File: config.mk
export PLATFORM = sky130hd
export DESIGN_NAME = cfg_keyport
export DESIGN_NICKNAME = d
export VERILOG_FILES = /design/src/rtl/cfg_keyport_pkg.sv /design/src/rtl/cfg_port_decode.sv /design/src/rtl/cfg_key_fsm.sv /design/src/rtl/cfg_global_regs.sv /design/src/rtl/cfg_keyport.sv
export SDC_FILE = /design/constraint.sdc
export NUM_CORES = 1
export LEC_CHECK = 0
export BUFFER_PORTS_ARGS = -buffer_cell sky130_fd_sc_hd__buf_2
export CAP_MARGIN = 20
export CORE_UTILIZATION = 41
export DETAILED_ROUTE_END_ITERATION = 10
export PLACE_DENSITY = 0.85
export SETUP_SLACK_MARGIN = 0.02
export SYNTH_ARGS = -nofsm -noshare
export SYNTH_HDL_FRONTEND = slang
export SYNTH_SLANG_ARGS = --single-unit
File: constraint.sdc
create_clock -name clk -period 2.2 [get_ports clk]
set_clock_uncertainty 0.2 [all_clocks]
set_input_delay 0.44 -clock clk [delete_from_list [all_inputs] [get_ports clk]]
set_output_delay 0.44 -clock clk [all_outputs]
set_load 0.05 [all_outputs]
File: src/rtl/cfg_keyport_pkg.sv
package cfg_keyport_pkg;
   typedef enum logic [1:0] {
      KS_LOCKED = 2'd0,
      KS_ARMING = 2'd1,
      KS_OPEN   = 2'd2
   } key_state_t;
endpackage

File: src/rtl/cfg_port_decode.sv
module cfg_port_decode #(
   parameter int              ADDR_W   = 16,
   parameter logic [ADDR_W-1:0] BASE_PRI = 16'h002E,
   parameter logic [ADDR_W-1:0] BASE_ALT = 16'h004E
) (
   input  logic              strap_alt,
   input  logic [ADDR_W-1:0] bus_addr,
   output logic              hit_idx,
   output logic              hit_dat
);
   localparam logic [ADDR_W-1:0] ONE = ADDR_W'(1);

   generate
      if (BASE_PRI[0] != 1'b0 || BASE_ALT[0] != 1'b0) begin : g_bad_base
         $error("cfg_port_decode: base addresses must be even");
      end
   endgenerate

   logic [ADDR_W-1:0] base;

   always_comb begin
      base    = strap_alt ? BASE_ALT : BASE_PRI;
      hit_idx = (bus_addr == base);
      hit_dat = (bus_addr == (base + ONE));
   end
endmodule

File: src/rtl/cfg_key_fsm.sv
module cfg_key_fsm
   import cfg_keyport_pkg::*;
#(
   parameter int                DATA_W     = 8,
   parameter logic [DATA_W-1:0] KEY_OPEN   = 8'h87,
   parameter logic [DATA_W-1:0] KEY_CLOSE  = 8'hAA,
   parameter int                KEY_REPEAT = 2
) (
   input  logic              clk,
   input  logic              rst_n,
   input  logic              idx_wr,
   input  logic [DATA_W-1:0] wdata,
   output logic              open_o
);
   localparam int CNT_W = (KEY_REPEAT < 2) ? 1 : $clog2(KEY_REPEAT + 1);
   localparam logic [CNT_W-1:0] CNT_LAST = CNT_W'(KEY_REPEAT - 1);

   generate
      if (KEY_REPEAT < 1) begin : g_bad_rep
         $error("cfg_key_fsm: KEY_REPEAT must be at least 1");
      end
      if (KEY_OPEN == KEY_CLOSE) begin : g_bad_key
         $error("cfg_key_fsm: open and close keys must differ");
      end
   endgenerate

   key_state_t       st_q, st_d;
   logic [CNT_W-1:0] cnt_q, cnt_d;
   logic             is_key;

   assign is_key = (wdata == KEY_OPEN);

   generate
      if (KEY_REPEAT == 1) begin : g_single
         always_comb begin
            st_d  = st_q;
            cnt_d = '0;
            if (idx_wr) begin
               if (st_q != KS_OPEN && is_key)                  st_d = KS_OPEN;
               else if (st_q == KS_OPEN && wdata == KEY_CLOSE) st_d = KS_LOCKED;
            end
         end
      end else begin : g_multi
         always_comb begin
            st_d  = st_q;
            cnt_d = cnt_q;
            if (idx_wr) begin
               unique case (st_q)
                  KS_LOCKED: begin
                     if (is_key) begin
                        st_d  = KS_ARMING;
                        cnt_d = CNT_W'(1);
                     end
                  end
                  KS_ARMING: begin
                     if (!is_key) begin
                        st_d  = KS_LOCKED;
                        cnt_d = '0;
                     end else if (cnt_q == CNT_LAST) begin
                        st_d  = KS_OPEN;
                        cnt_d = '0;
                     end else begin
                        cnt_d = cnt_q + CNT_W'(1);
                     end
                  end
                  KS_OPEN: begin
                     if (wdata == KEY_CLOSE) st_d = KS_LOCKED;
                  end
                  default: begin
                     st_d  = KS_LOCKED;
                     cnt_d = '0;
                  end
               endcase
            end
         end
      end
   endgenerate

   always_ff @(posedge clk) begin
      if (!rst_n) begin
         st_q  <= KS_LOCKED;
         cnt_q <= '0;
      end else begin
         st_q  <= st_d;
         cnt_q <= cnt_d;
      end
   end

   assign open_o = (st_q == KS_OPEN);
endmodule

File: src/rtl/cfg_global_regs.sv
module cfg_global_regs #(
   parameter int                DATA_W    = 8,
   parameter logic [DATA_W-1:0] KEY_CLOSE = 8'hAA,
   parameter logic [DATA_W-1:0] LDN_IDX   = 8'h07,
   parameter logic [DATA_W-1:0] DEVID_IDX = 8'h20,
   parameter logic [DATA_W-1:0] REV_IDX   = 8'h22,
   parameter logic [DATA_W-1:0] MFG_IDX   = 8'h23,
   parameter logic [DATA_W-1:0] DEV_BASE  = 8'h30,
   parameter logic [15:0]       MFG_ID    = 16'h1934,
   parameter logic [15:0]       DEV_ID    = 16'h0A51,
   parameter logic [7:0]        REV_ID    = 8'h13
) (
   input  logic              clk,
   input  logic              rst_n,
   input  logic              open_i,
   input  logic              idx_wr,
   input  logic              dat_wr,
   input  logic [DATA_W-1:0] wdata,
   output logic [DATA_W-1:0] index_o,
   output logic [DATA_W-1:0] ldn_o,
   output logic              dev_sel_o,
   output logic [DATA_W-1:0] glob_rdata
);
   localparam logic [DATA_W-1:0] ONE = DATA_W'(1);

   generate
      if (DATA_W != 8) begin : g_bad_w
         $error("cfg_global_regs: identification bytes need DATA_W of 8");
      end
      if (DEV_BASE <= MFG_IDX + ONE || DEV_BASE <= LDN_IDX) begin : g_bad_map
         $error("cfg_global_regs: device window overlaps global registers");
      end
   endgenerate

   logic [DATA_W-1:0] index_q, ldn_q;

   always_ff @(posedge clk) begin
      if (!rst_n) begin
         index_q <= '0;
         ldn_q   <= '0;
      end else begin
         if (open_i && idx_wr && wdata != KEY_CLOSE) index_q <= wdata;
         if (open_i && dat_wr && index_q == LDN_IDX) ldn_q   <= wdata;
      end
   end

   always_comb begin
      glob_rdata = '0;
      if      (index_q == LDN_IDX)         glob_rdata = ldn_q;
      else if (index_q == DEVID_IDX)       glob_rdata = DEV_ID[15:8];
      else if (index_q == DEVID_IDX + ONE) glob_rdata = DEV_ID[7:0];
      else if (index_q == REV_IDX)         glob_rdata = REV_ID;
      else if (index_q == MFG_IDX)         glob_rdata = MFG_ID[15:8];
      else if (index_q == MFG_IDX + ONE)   glob_rdata = MFG_ID[7:0];
   end

   assign index_o   = index_q;
   assign ldn_o     = ldn_q;
   assign dev_sel_o = (index_q >= DEV_BASE);
endmodule

File: src/rtl/cfg_keyport.sv
module cfg_keyport #(
   parameter int          ADDR_W     = 16,
   parameter int          DATA_W     = 8,
   parameter logic [15:0] BASE_PRI   = 16'h002E,
   parameter logic [15:0] BASE_ALT   = 16'h004E,
   parameter logic [7:0]  KEY_OPEN   = 8'h87,
   parameter logic [7:0]  KEY_CLOSE  = 8'hAA,
   parameter int          KEY_REPEAT = 2,
   parameter logic [7:0]  DEV_BASE   = 8'h30,
   parameter logic [15:0] MFG_ID     = 16'h1934,
   parameter logic [15:0] DEV_ID     = 16'h0A51,
   parameter logic [7:0]  REV_ID     = 8'h13
) (
   input  logic              clk,
   input  logic              rst_n,
   input  logic              strap_alt,
   input  logic [ADDR_W-1:0] bus_addr,
   input  logic              bus_wr,
   input  logic              bus_rd,
   input  logic [DATA_W-1:0] bus_wdata,
   output logic [DATA_W-1:0] bus_rdata,
   output logic              cfg_open,
   output logic [DATA_W-1:0] dev_ldn,
   output logic [DATA_W-1:0] dev_addr,
   output logic [DATA_W-1:0] dev_wdata,
   output logic              dev_wr,
   output logic              dev_rd,
   input  logic [DATA_W-1:0] dev_rdata
);
   localparam logic [DATA_W-1:0] FLOAT = '1;

   generate
      if (ADDR_W < 8 || ADDR_W > 16) begin : g_bad_aw
         $error("cfg_keyport: ADDR_W must be 8 to 16");
      end
   endgenerate

   logic              hit_idx, hit_dat, idx_wr, dat_wr, open_s, dev_sel;
   logic [DATA_W-1:0] index_s, glob_rdata;

   cfg_port_decode #(
      .ADDR_W  (ADDR_W),
      .BASE_PRI(BASE_PRI[ADDR_W-1:0]),
      .BASE_ALT(BASE_ALT[ADDR_W-1:0])
   ) u_dec (
      .strap_alt(strap_alt),
      .bus_addr (bus_addr),
      .hit_idx  (hit_idx),
      .hit_dat  (hit_dat)
   );

   assign idx_wr = bus_wr & hit_idx;
   assign dat_wr = bus_wr & hit_dat;

   cfg_key_fsm #(
      .DATA_W    (DATA_W),
      .KEY_OPEN  (KEY_OPEN[DATA_W-1:0]),
      .KEY_CLOSE (KEY_CLOSE[DATA_W-1:0]),
      .KEY_REPEAT(KEY_REPEAT)
   ) u_key (
      .clk   (clk),
      .rst_n (rst_n),
      .idx_wr(idx_wr),
      .wdata (bus_wdata),
      .open_o(open_s)
   );

   cfg_global_regs #(
      .DATA_W   (DATA_W),
      .KEY_CLOSE(KEY_CLOSE[DATA_W-1:0]),
      .DEV_BASE (DEV_BASE[DATA_W-1:0]),
      .MFG_ID   (MFG_ID),
      .DEV_ID   (DEV_ID),
      .REV_ID   (REV_ID)
   ) u_regs (
      .clk       (clk),
      .rst_n     (rst_n),
      .open_i    (open_s),
      .idx_wr    (idx_wr),
      .dat_wr    (dat_wr),
      .wdata     (bus_wdata),
      .index_o   (index_s),
      .ldn_o     (dev_ldn),
      .dev_sel_o (dev_sel),
      .glob_rdata(glob_rdata)
   );

   assign cfg_open  = open_s;
   assign dev_addr  = index_s;
   assign dev_wdata = bus_wdata;
   assign dev_wr    = open_s & dat_wr & dev_sel;
   assign dev_rd    = open_s & bus_rd & hit_dat & dev_sel;

   always_comb begin
      if (!open_s || !(hit_idx || hit_dat)) bus_rdata = FLOAT;
      else if (hit_idx)                     bus_rdata = index_s;
      else if (dev_sel)                     bus_rdata = dev_rdata;
      else                                  bus_rdata = glob_rdata;
   end
endmodule

==> results of run 1 <==
==> through the flow <==
| step | hold slack [ps] | util (%) | setup slack (ps) | instances | total power, mW |
|---|---|---|---|---|---|
| global placement | 221 | 67.6 | -326 | 307 | 0.477 |
| floorplan | 212 | - | -389 | 175 | 0.430 |
| CTS | 227 | 74.9 | -477 | 316 | 0.656 |
| detailed placement | 224 | 67.6 | -447 | 307 | 0.479 |
| finish | 241 | 78.1 | -512 | 321 | 0.667 |
| global route | 241 | 78.1 | -583 | 321 | 0.692 |
==> cell type report <==
cell class,count,area (µm²)
well taps,44,55.1
clock buffers,4,26.3
repair buffers,113,811
multi-input cells,138,1130
fillers,180,684
inverters,2,7.51
flip-flops and latches,20,417
==> worst min-delay path, delay by kind of cell (launching register included) <==
family | cells | cell delay (ps)
AO/OA/AOI/OAI | 1 | 30
flip-flops | 1 | 330
AND/OR/NAND/NOR | 1 | 50
==> what timing repair did <==
item,CTS,global route
buffers inserted,5,5
gates resized for setup,44,13
cloned,0,0
pin swaps,9,5
endpoints found under the setup margin,10,18
==> worst paths after layout <==
| path | startpoint | end |
|---|---|---|
| max | u_regs.index_o[4] | bus_rdata[3] |
| min | u_key.cnt_q[1] | u_key.cnt_q[1] |
| max reg2reg | u_regs.index_o[3] | u_regs.ldn_o[0] |
| min reg2reg | u_key.cnt_q[1] | u_key.cnt_q[1] |
==> sequential cells by signal, indices dropped and copies added (netlist names) <==
name and flops:
u_regs.index_o 8, u_regs.ldn_o 8, u_key.cnt_q 2, u_key.st_q 2
==> placed cells by master (no fill, tap or decap), types with 2 or more instances in the layout <==
cell      Yosys  routed
and3b_2       1       2
a31o_2        2       2
buf_4         8      34
buf_8         0       3
buf_2         2      58
dfxtp_1      20      13
o21ai_1       0       2
buf_6         1      16
and3_1        3       2
inv_1         2       2
o311ai_4      0       3
nor3_2        1       3
nand4_1       2       2
nor4_4        1       4
a21oi_2       0       2
mux2i_1      18      18
dfxtp_2       0       4
clkbuf_4      0       3
buf_12        0       2
nor2_1       15      14
a211oi_2      0       2
o31ai_2       0       2
nand2_1      39      38
and4_4        0       2
a21oi_1       8       6
dfxtp_4       0       3
nand3_1       4       4
a211o_4       0       2
==> synth_stat cells (all sizes together) <==
| library cell | n | share of area [%] |
|---|---|---|
| a211oi | 2 | 1.1 |
| nor4 | 5 | 4.2 |
| or4 | 1 | 0.54 |
| a211o | 2 | 1.3 |
| nor3 | 4 | 1.8 |
| nor3b | 3 | 1.6 |
| o21ai | 5 | 1.8 |
| a21oi | 8 | 2.9 |
| or4b | 1 | 0.72 |
| and3 | 3 | 1.3 |
| nand2 | 39 | 11 |
| a221o | 1 | 0.72 |
| nand4 | 2 | 0.90 |
| mux2 | 1 | 0.81 |
| o31ai | 3 | 1.6 |
| mux2i | 18 | 13 |
| o41ai | 1 | 0.63 |
| a221oi | 1 | 0.63 |
| o21bai | 1 | 0.54 |
| nor2b | 2 | 0.90 |
| nor4b | 2 | 1.3 |
| o311ai | 3 | 1.9 |
| nor2 | 15 | 4.0 |
| xor2 | 1 | 0.63 |
| nor4bb | 1 | 0.72 |
| a31o | 2 | 1.3 |
| and4 | 2 | 1.3 |
| nand3 | 5 | 2.7 |
| buf | 11 | 5.8 |
| and4b | 1 | 0.72 |
| nand2b | 1 | 0.45 |
| clkbuf | 4 | 1.1 |
| and3b | 2 | 1.3 |
| inv | 2 | 0.54 |
| dfxtp | 20 | 29 |
==> logic make-up after synthesis <==
kind of cell,after synthesis,share of synthesized area (%)
flops,20,28.8
buf+inv,17,7.46
xor+xnor,1,0.630
mux,19,13.8
simple gates,89,35.1
compound gates,29,14.3
==> metal layers <==
metal,routed length [µm],vias up
met1,2430,878
met2,2700,128
met4,261,0
met3,397,37
li1,-,839
met5,0,-
==> where the power goes <==
group | switching, mW | internal [mW]
Clock | 0.106 | 0.0705
Combinational | 0.0818 | 0.0502
Sequential | 0.00000000235 | 0.358
Total | 0.188 | 0.479
==> impl_metrics.env, run 1 <==
export IMPL_drtAntennaViolNets=0
export IMPL_clock_path_buffers=2
export IMPL_timing_critical_path_from_type="register"
export IMPL_mean_routed_wirelength_per_cell_um=18.0
export IMPL_final_hold_violation_count=0
export IMPL_timing_reg2reg_setup_slack_ps=-70
export IMPL_ys_seq_area_share_pct=28.8
export IMPL_die_x_um=60.3
export IMPL_dp_hpwl_um=3430
export IMPL_critical_path_top_delay_family="simple AND/OR/NAND/NOR gates"
export IMPL_die_height_um=60.3
export IMPL_syn_nets=212
export IMPL_flip_flop_and_latch_count_after_synthesis=20
export IMPL_power_density_cell_area_nw_per_um2=273
export IMPL_syn_area_per_cell_um2=7.95
export IMPL_grt_antenna_before_repair=0
export IMPL_worst_path_arrival_ps=2070
export IMPL_post_synth_design_cell_area_um2=1390
export IMPL_tritoncts_num_buffers=3
export IMPL_cp_slowest_cell="or4_4"
export IMPL_relSlewSlack_pct=68.1
export IMPL_standard_cell_row_count=20
export IMPL_drc=0
export IMPL_period_utilization_pct=123
export IMPL_clock_latency_at_the_later_pin_of_the_worst_skew_pair_ps=300
export IMPL_tritoncts="done"
export IMPL_drtPass1Iterations=4
export IMPL_cellLeakagePower_nw=1.05
export IMPL_crit_required_ps=1560
export IMPL_grt_setup_unrepaired="true"
export IMPL_cp_cell_sequence="or4_4, buf_4, o31ai_4, a21oi_2, o311ai_4, buf_6"
export IMPL_critPathBufInv=2
export IMPL_failed_checks="negative setup slack"
export IMPL_final_net_count=315
export IMPL_run_status="finished with violations"
export IMPL_synthesis_warnings=0
export IMPL_core_ar_um2=3130
export IMPL_max_stage_delay_ps=560
export IMPL_fmaxAchievable_ghz=0.369
export IMPL_root_buffer="clkbuf_4"
export IMPL_finalWirelength_um=5790
export IMPL_critical_path_peak_fanout=3
export IMPL_met3_usage_pct=4.11
export IMPL_crit_cells=6
export IMPL_die_area_um2=3630
export IMPL_number_of_cells_on_the_worst_reg_to_reg_path=10
export IMPL_place_area_um2=2110
export IMPL_netlist_cell_type_count=43
export IMPL_gr_usage_all_layers_pct=27.8
export IMPL_floorplan_io_pins=72
export IMPL_max_cap_viol_count=0
export IMPL_grt_start_max_net_pins=31
export IMPL_cts_hold_fix_buffers=0
export IMPL_setup_ws_ps=-512
export IMPL_fin_tns_setup_ps=-4410
export IMPL_final_setup_viol_count=18
export IMPL_inserted_diodes=0
export IMPL_hold_path_depth=2
export IMPL_clk_transition_reported_paths_ps=110
export IMPL_route_detailed_vias_per_inst=5.86
export IMPL_report_final_slew_viol_count=0
export IMPL_dr_total_vias=1882
export IMPL_grt_most_used_layer="met2"
export IMPL_hold_path_class="reg -> reg"
export IMPL_iteration_0_drc_count_of_the_detailed_router=164
export IMPL_grt_first_pass_wirelength_um=7510
export IMPL_min_period_ps=2710
export IMPL_timing_critical_path_to_type="primary output"
export IMPL_synth_cells=175
export IMPL_globalRouteOverflowTotal=0
export IMPL_worstSetupPathType="reg -> out"
export IMPL_gp_congestion=0.813
export IMPL_drive_above_1_share_pct=58.5
export IMPL_grtUsageMet1_pct=32.1
export IMPL_htree_num_levels=1
export IMPL_peakVddDrop_uv=248
export IMPL_port_buffers=71
export IMPL_first_global_vias=1700
export IMPL_met2_track_demand_over_resource_pct=47.9
export IMPL_design_area_um2=2440
export IMPL_floorplan_initialDensity_pct=44.5
export IMPL_timing_worst_slew_pin_value_ps=478
export IMPL_clock_sinks=20
export IMPL_syn2layout_area_growth_pct=75.6
Note: power is estimated with default switching activity, not from simulation.
==> run 2, diff against run 1 <==
Settings changed: CORE_UTILIZATION 41 to 30, PLACE_DENSITY 0.85 to 0.68.
==> impl_metrics.env, run 2 (synthesized netlist as in run 1, its figures left out) <==
export IMPL_place_area_um2=2120
export IMPL_critical_path_peak_fanout=4
export IMPL_share_of_total_power_in_sequential_cells_pct=46.7
export IMPL_grt_antenna_before_repair=0
export IMPL_cp_slowest_cell="or4_4"
export IMPL_gp_congestion=0.871
export IMPL_drive_above_1_share_pct=58.5
export IMPL_report_final_slew_viol_count=0
export IMPL_setup_ws_ps=-465
export IMPL_port_buffers=71
export IMPL_critPathBufInv=2
export IMPL_fmaxAchievable_ghz=0.375
export IMPL_timing_worst_slew_pin_value_ps=466
export IMPL_fin_tns_setup_ps=-3310
export IMPL_drc=0
export IMPL_total_switching_power_mw=0.197
export IMPL_timing_critical_path_to_type="primary output"
export IMPL_die_height_um=70.1
export IMPL_mean_routed_wirelength_per_cell_um=14.3
export IMPL_min_period_ps=2670
export IMPL_clock_latency_at_the_later_pin_of_the_worst_skew_pair_ps=260
export IMPL_die_area_um2=4910
export IMPL_syn2layout_area_growth_pct=80.4
export IMPL_layout_commonest_cell="buf_2"
export IMPL_iteration_0_drc_count_of_the_detailed_router=47
export IMPL_hold_path_depth=2
export IMPL_dp_hpwl_um=3650
export IMPL_power_total_mw=0.766
export IMPL_gr_usage_all_layers_pct=19.6
export IMPL_core_ar_um2=4410
export IMPL_sw_frac_of_total_pct=25.7
export IMPL_worstSetupPathType="reg -> out"
export IMPL_globalRouteOverflowTotal=0
export IMPL_grt_first_pass_wirelength_um=7760
export IMPL_clock_sinks=20
export IMPL_critical_path_top_delay_family="simple AND/OR/NAND/NOR gates"
export IMPL_htree_num_levels=1
export IMPL_root_buffer="clkbuf_8"
export IMPL_hold_ws_ps=238
export IMPL_tritoncts_num_buffers=3
export IMPL_relSlewSlack_pct=68.9
export IMPL_first_global_vias=1663
export IMPL_final_net_count=320
export IMPL_grt_start_max_net_pins=31
export IMPL_worst_path_arrival_ps=2030
export IMPL_run_status="finished with violations"
export IMPL_pwr_share_comb_pct=16.8
export IMPL_final_setup_viol_count=10
export IMPL_crit_cells=6
export IMPL_die_x_um=70.1
export IMPL_tritoncts="done"
export IMPL_failed_checks="negative setup slack"
export IMPL_drtAntennaViolNets=0
export IMPL_floorplan_io_pins=72
export IMPL_clock_path_buffers=2
export IMPL_grt_setup_unrepaired="true"
export IMPL_utilization_pct=56.9
export IMPL_crit_required_ps=1560
export IMPL_inserted_diodes=0
export IMPL_floorplan_initialDensity_pct=31.5
export IMPL_power_density_cell_area_nw_per_um2=305
export IMPL_final_hold_violation_count=0
export IMPL_finalWirelength_um=4790
export IMPL_max_stage_delay_ps=560
export IMPL_design_area_um2=2510
export IMPL_drtPass1Iterations=4
export IMPL_cellLeakagePower_nw=1.08
export IMPL_timing_critical_path_from_type="register"
export IMPL_peakVddDrop_uv=212
export IMPL_clk_transition_reported_paths_ps=70
export IMPL_number_of_cells_on_the_worst_reg_to_reg_path=9
export IMPL_clock_group_share_of_total_power_pct=36.5
export IMPL_hold_path_class="reg -> reg"
export IMPL_dr_total_vias=1714
export IMPL_layout_common_cells="57 x buf_2, 39 x buf_4, 38 x nand2_1"
export IMPL_max_cap_viol_count=0
export IMPL_route_detailed_vias_per_inst=5.13
export IMPL_cp_cell_sequence="or4_4, buf_4, nor4b_4, a211oi_2, o311ai_4, buf_6"
export IMPL_standard_cell_row_count=24
export IMPL_p_int_mw=0.569
export IMPL_period_utilization_pct=121
export IMPL_fillers=396
export IMPL_cts_hold_fix_buffers=0
## run 2: cell count changes in the layout (fill, tap and decap cells not counted), moves of 2 or more
cell	delta
clkbuf_4	-3
o21ai_1	-2
buf_6	+2
buf_4	+5
o21ai_0	+2
clkbuf_8	+4
## run 2: area by class of cell
| cell class | count | area [µm²] | share of cell area, % |
|---|---|---|---|
| Clock buffer | 4 | 55.1 | 2.19 |
| Inverter | 2 | 7.51 | 0.299 |
| Sequential cell | 20 | 417 | 16.6 |
| Multi-Input combinational cell | 138 | 1110 | 44.4 |
| Timing Repair Buffer | 118 | 851 | 33.9 |
| Tap cell | 52 | 65.1 | 2.59 |
## run 2: worst paths after layout
| path | endpoint | slack [ps] | startpoint |
|---|---|---|---|
| setup / recovery | bus_rdata[6] | -470 | u_regs.index_o[4] |
| hold / removal | u_key.cnt_q[1] | 240 | u_key.cnt_q[1] |
| setup reg to reg | u_regs.ldn_o[5] | 40 | u_regs.index_o[6] |
| hold reg to reg | u_key.cnt_q[1] | 240 | u_key.cnt_q[1] |
## run 2: repair_timing
item | 4_1_cts | 5_1_grt
buffers inserted | 8 | 10
gates resized for setup | 50 | 3
setup endpoints to repair | 12 | 25
pin swaps | 13 | 4
## run 2: metal layers
metal | vias to the layer above | routed length [µm] | global-route usage (%)
met5 | - | 0 | 0
met1 | 799 | 2170 | 24.9
met3 | 6 | 219 | 2.60
met2 | 64 | 2360 | 33.7
li1 | 845 | - | -
met4 | 0 | 48 | 7.11
## run 2: metrics by stage
step,setup slack (ps),cells
global route,-550,334
detailed placement,-365,315
global placement,-329,315
finish,-465,334
floorplan,-389,175
CTS,-468,325
## run 2: power groups by stage
| stage | logic, mW | registers (mW) | clock network (mW) |
|---|---|---|---|
| 6_report | 0.129 | 0.358 | 0.279 |
| 5_1_grt | 0.137 | 0.358 | 0.300 |
| 4_1_cts | 0.128 | 0.358 | 0.283 |
| 3_5_place_dp | 0.116 | 0.366 | 0 |
| 3_3_place_gp | 0.115 | 0.366 | 0 |
| 2_1_floorplan | 0.0639 | 0.366 | 0 |
## run 2: worst register-to-register path: stages (launching register included)
cell     delay, ps
dfxtp_4        350
buf_6          120
nor4_4         290
and3_4         280
buf_6          110
buf_6           90
nand3_4         80
nor4_4         200
buf_12         180
mux2i_2        200
==> run 3, diff against run 2 <==
Settings changed: PLACE_DENSITY 0.68 to 0.66.
Clock period 2.2 ns to 2.8 ns, I/O delays scaled along.
==> impl_metrics.env, run 3 (synthesized netlist as in run 1, its figures left out) <==
export IMPL_grt_first_pass_wirelength_um=6930
export IMPL_clock_path_buffers=2
export IMPL_p_int_mw=0.507
export IMPL_floorplan_initialDensity_pct=31.5
export IMPL_critical_path_peak_fanout=6
export IMPL_fin_tns_setup_ps=0
export IMPL_setup_ws_ps=46.4
export IMPL_grt_most_used_layer="met2"
export IMPL_die_height_um=70.1
export IMPL_drc=0
export IMPL_finalWirelength_um=4230
export IMPL_dp_hpwl_um=3240
export IMPL_period_utilization_pct=98.3
export IMPL_layout_commonest_cell="buf_2"
export IMPL_power_density_cell_area_nw_per_um2=294
export IMPL_syn2layout_area_growth_pct=59.8
export IMPL_cts_hold_fix_buffers=0
export IMPL_drtPass1Iterations=4
export IMPL_cp_cell_sequence="buf_6, nor4_4, nand4_1, nor2_4, buf_12, nor2_4, a221o_2, buf_8"
export IMPL_drtAntennaViolNets=0
export IMPL_core_ar_um2=4410
export IMPL_standard_cell_row_count=24
export IMPL_hold_path_depth=2
export IMPL_globalRouteOverflowTotal=0
export IMPL_cp_slowest_cell="a221o_2"
export IMPL_dr_total_vias=1581
export IMPL_root_buffer="clkbuf_8"
export IMPL_grtUsageMet1_pct=23.5
export IMPL_max_stage_delay_ps=340
export IMPL_grt_antenna_before_repair=0
export IMPL_placement_setup_worst_slack_ps=-37.4
export IMPL_iteration_0_drc_count_of_the_detailed_router=78
export IMPL_utilization_pct=50.4
export IMPL_grt_start_max_net_pins=31
export IMPL_final_setup_viol_count=0
export IMPL_tritoncts="done"
export IMPL_clock_group_share_of_total_power_pct=42.9
export IMPL_grt_setup_unrepaired="true"
export IMPL_first_global_vias=1481
export IMPL_layout_common_cells="60 x buf_2, 38 x nand2_1, 18 x mux2i_1"
export IMPL_fmaxAchievable_ghz=0.363
export IMPL_relSlewSlack_pct=67.1
export IMPL_clock_latency_at_the_later_pin_of_the_worst_skew_pair_ps=250
export IMPL_peakVddDrop_uv=221
export IMPL_met3_usage_pct=2.45
export IMPL_gr_usage_all_layers_pct=17.3
export IMPL_timing_reg2reg_setup_slack_ps=620
export IMPL_timing_critical_path_to_type="primary output"
export IMPL_floorplan_io_pins=72
export IMPL_pwr_share_comb_pct=13.7
export IMPL_gp_congestion=0.782
export IMPL_hold_path_class="reg -> reg"
export IMPL_met2_track_demand_over_resource_pct=28.5
export IMPL_htree_num_levels=1
export IMPL_place_area_um2=1950
export IMPL_clock_sinks=20
export IMPL_max_cap_viol_count=0
export IMPL_route_detailed_vias_per_inst=5.18
export IMPL_mean_routed_wirelength_per_cell_um=13.9
export IMPL_number_of_cells_on_the_worst_reg_to_reg_path=8
export IMPL_worst_path_arrival_ps=1990
export IMPL_port_buffers=71
export IMPL_critical_path_reg2reg_endpoint="u_regs.ldn_o[1]"
export IMPL_final_net_count=291
export IMPL_tritoncts_num_buffers=3
export IMPL_report_final_slew_viol_count=0
export IMPL_timing_critical_path_from_type="primary input"
export IMPL_die_area_um2=4910
export IMPL_die_x_um=70.1
export IMPL_inserted_diodes=0
export IMPL_min_period_ps=2750
export IMPL_worst_path_most_repeated_cell="nor2_4"
export IMPL_clk_transition_reported_paths_ps=70
export IMPL_critical_path_top_delay_family="simple AND/OR/NAND/NOR gates"
export IMPL_share_of_total_power_in_sequential_cells_pct=43.4
export IMPL_design_area_um2=2220
export IMPL_timing_worst_slew_pin_value_ps=494
export IMPL_cellLeakagePower_nw=0.905
export IMPL_run_status="completed"
export IMPL_crit_required_ps=2040
export IMPL_total_switching_power_mw=0.148
export IMPL_whs_endpoint="u_key.cnt_q[1]"
export IMPL_final_hold_violation_count=0
export IMPL_sw_frac_of_total_pct=22.6
export IMPL_power_total_mw=0.654
export IMPL_critical_path_reg2reg_startpoint="u_regs.index_o[7]"
export IMPL_worstSetupPathType="in -> out"
export IMPL_worst_hold_startpoint="u_key.cnt_q[1]"
export IMPL_drive_above_1_share_pct=52.6
export IMPL_critPathBufInv=3
-- run 3: what timing repair did --
action | in CTS | in global routing
endpoints found under the hold margin | 0 | 0
setup endpoints to repair | 6 | 9
cloned | 1 | 0
setup buffers | 4 | 0
pin swaps | 8 | 7
gates resized for setup | 22 | 25
-- run 3: worst max path at each step --
stage | slack [ps] | startpoint | endpoint | cells past startpoint
5_1_grt | -20 | bus_addr[14] | bus_rdata[4] | 8
3_3_place_gp | 3 | bus_addr[8] | bus_rdata[4] | 8
6_report | 50 | bus_addr[14] | bus_rdata[4] | 8
4_1_cts | -10 | u_regs.index_o[7] | bus_rdata[0] | 6
3_5_place_dp | -40 | bus_addr[8] | bus_rdata[4] | 8
2_1_floorplan | -30 | bus_addr[5] | bus_rdata[4] | 5
-- run 3: layer usage --
metal	vias to the layer above	part of all wire [%]
met5	-	0
met4	0	0.50
met3	2	4.2
met2	44	47
met1	741	48
li1	794	-
-- run 3: layout make-up --
type / instances / area, µm²
flip-flops and latches: 20 / 407
fillers: 435 / 2190
well taps: 52 / 65.1
clock buffers: 3 / 41.3
multi-input cells: 138 / 1100
inverters: 2 / 7.51
clock inverters: 1 / 30.0
repair buffers: 89 / 568
-- run 3: through the flow --
step                      std cells  hold WS (ps)
after global routing            305           306
after detailed placement        297           228
final                           305           237
after CTS                       306           239
after global placement          297           222
after floorplan                 175           212
-- run 3: power groups by stage --
stage	registers [mW]	clock network [mW]	logic, mW
finish	0.284	0.281	0.0897
global route	0.284	0.305	0.0961
CTS	0.284	0.292	0.0888
detailed placement	0.291	0	0.0848
global placement	0.291	0	0.0834
floorplan	0.291	0	0.0502
-- run 3: worst reg2reg max path: stages, from the launching register on --
cell and delay [ps]:
dfxtp_2 320, buf_4 150, nor4_2 320, and3_4 280
buf_4 140, nand3_4 80, nor4_4 200, buf_4 230
mux2i_1 200
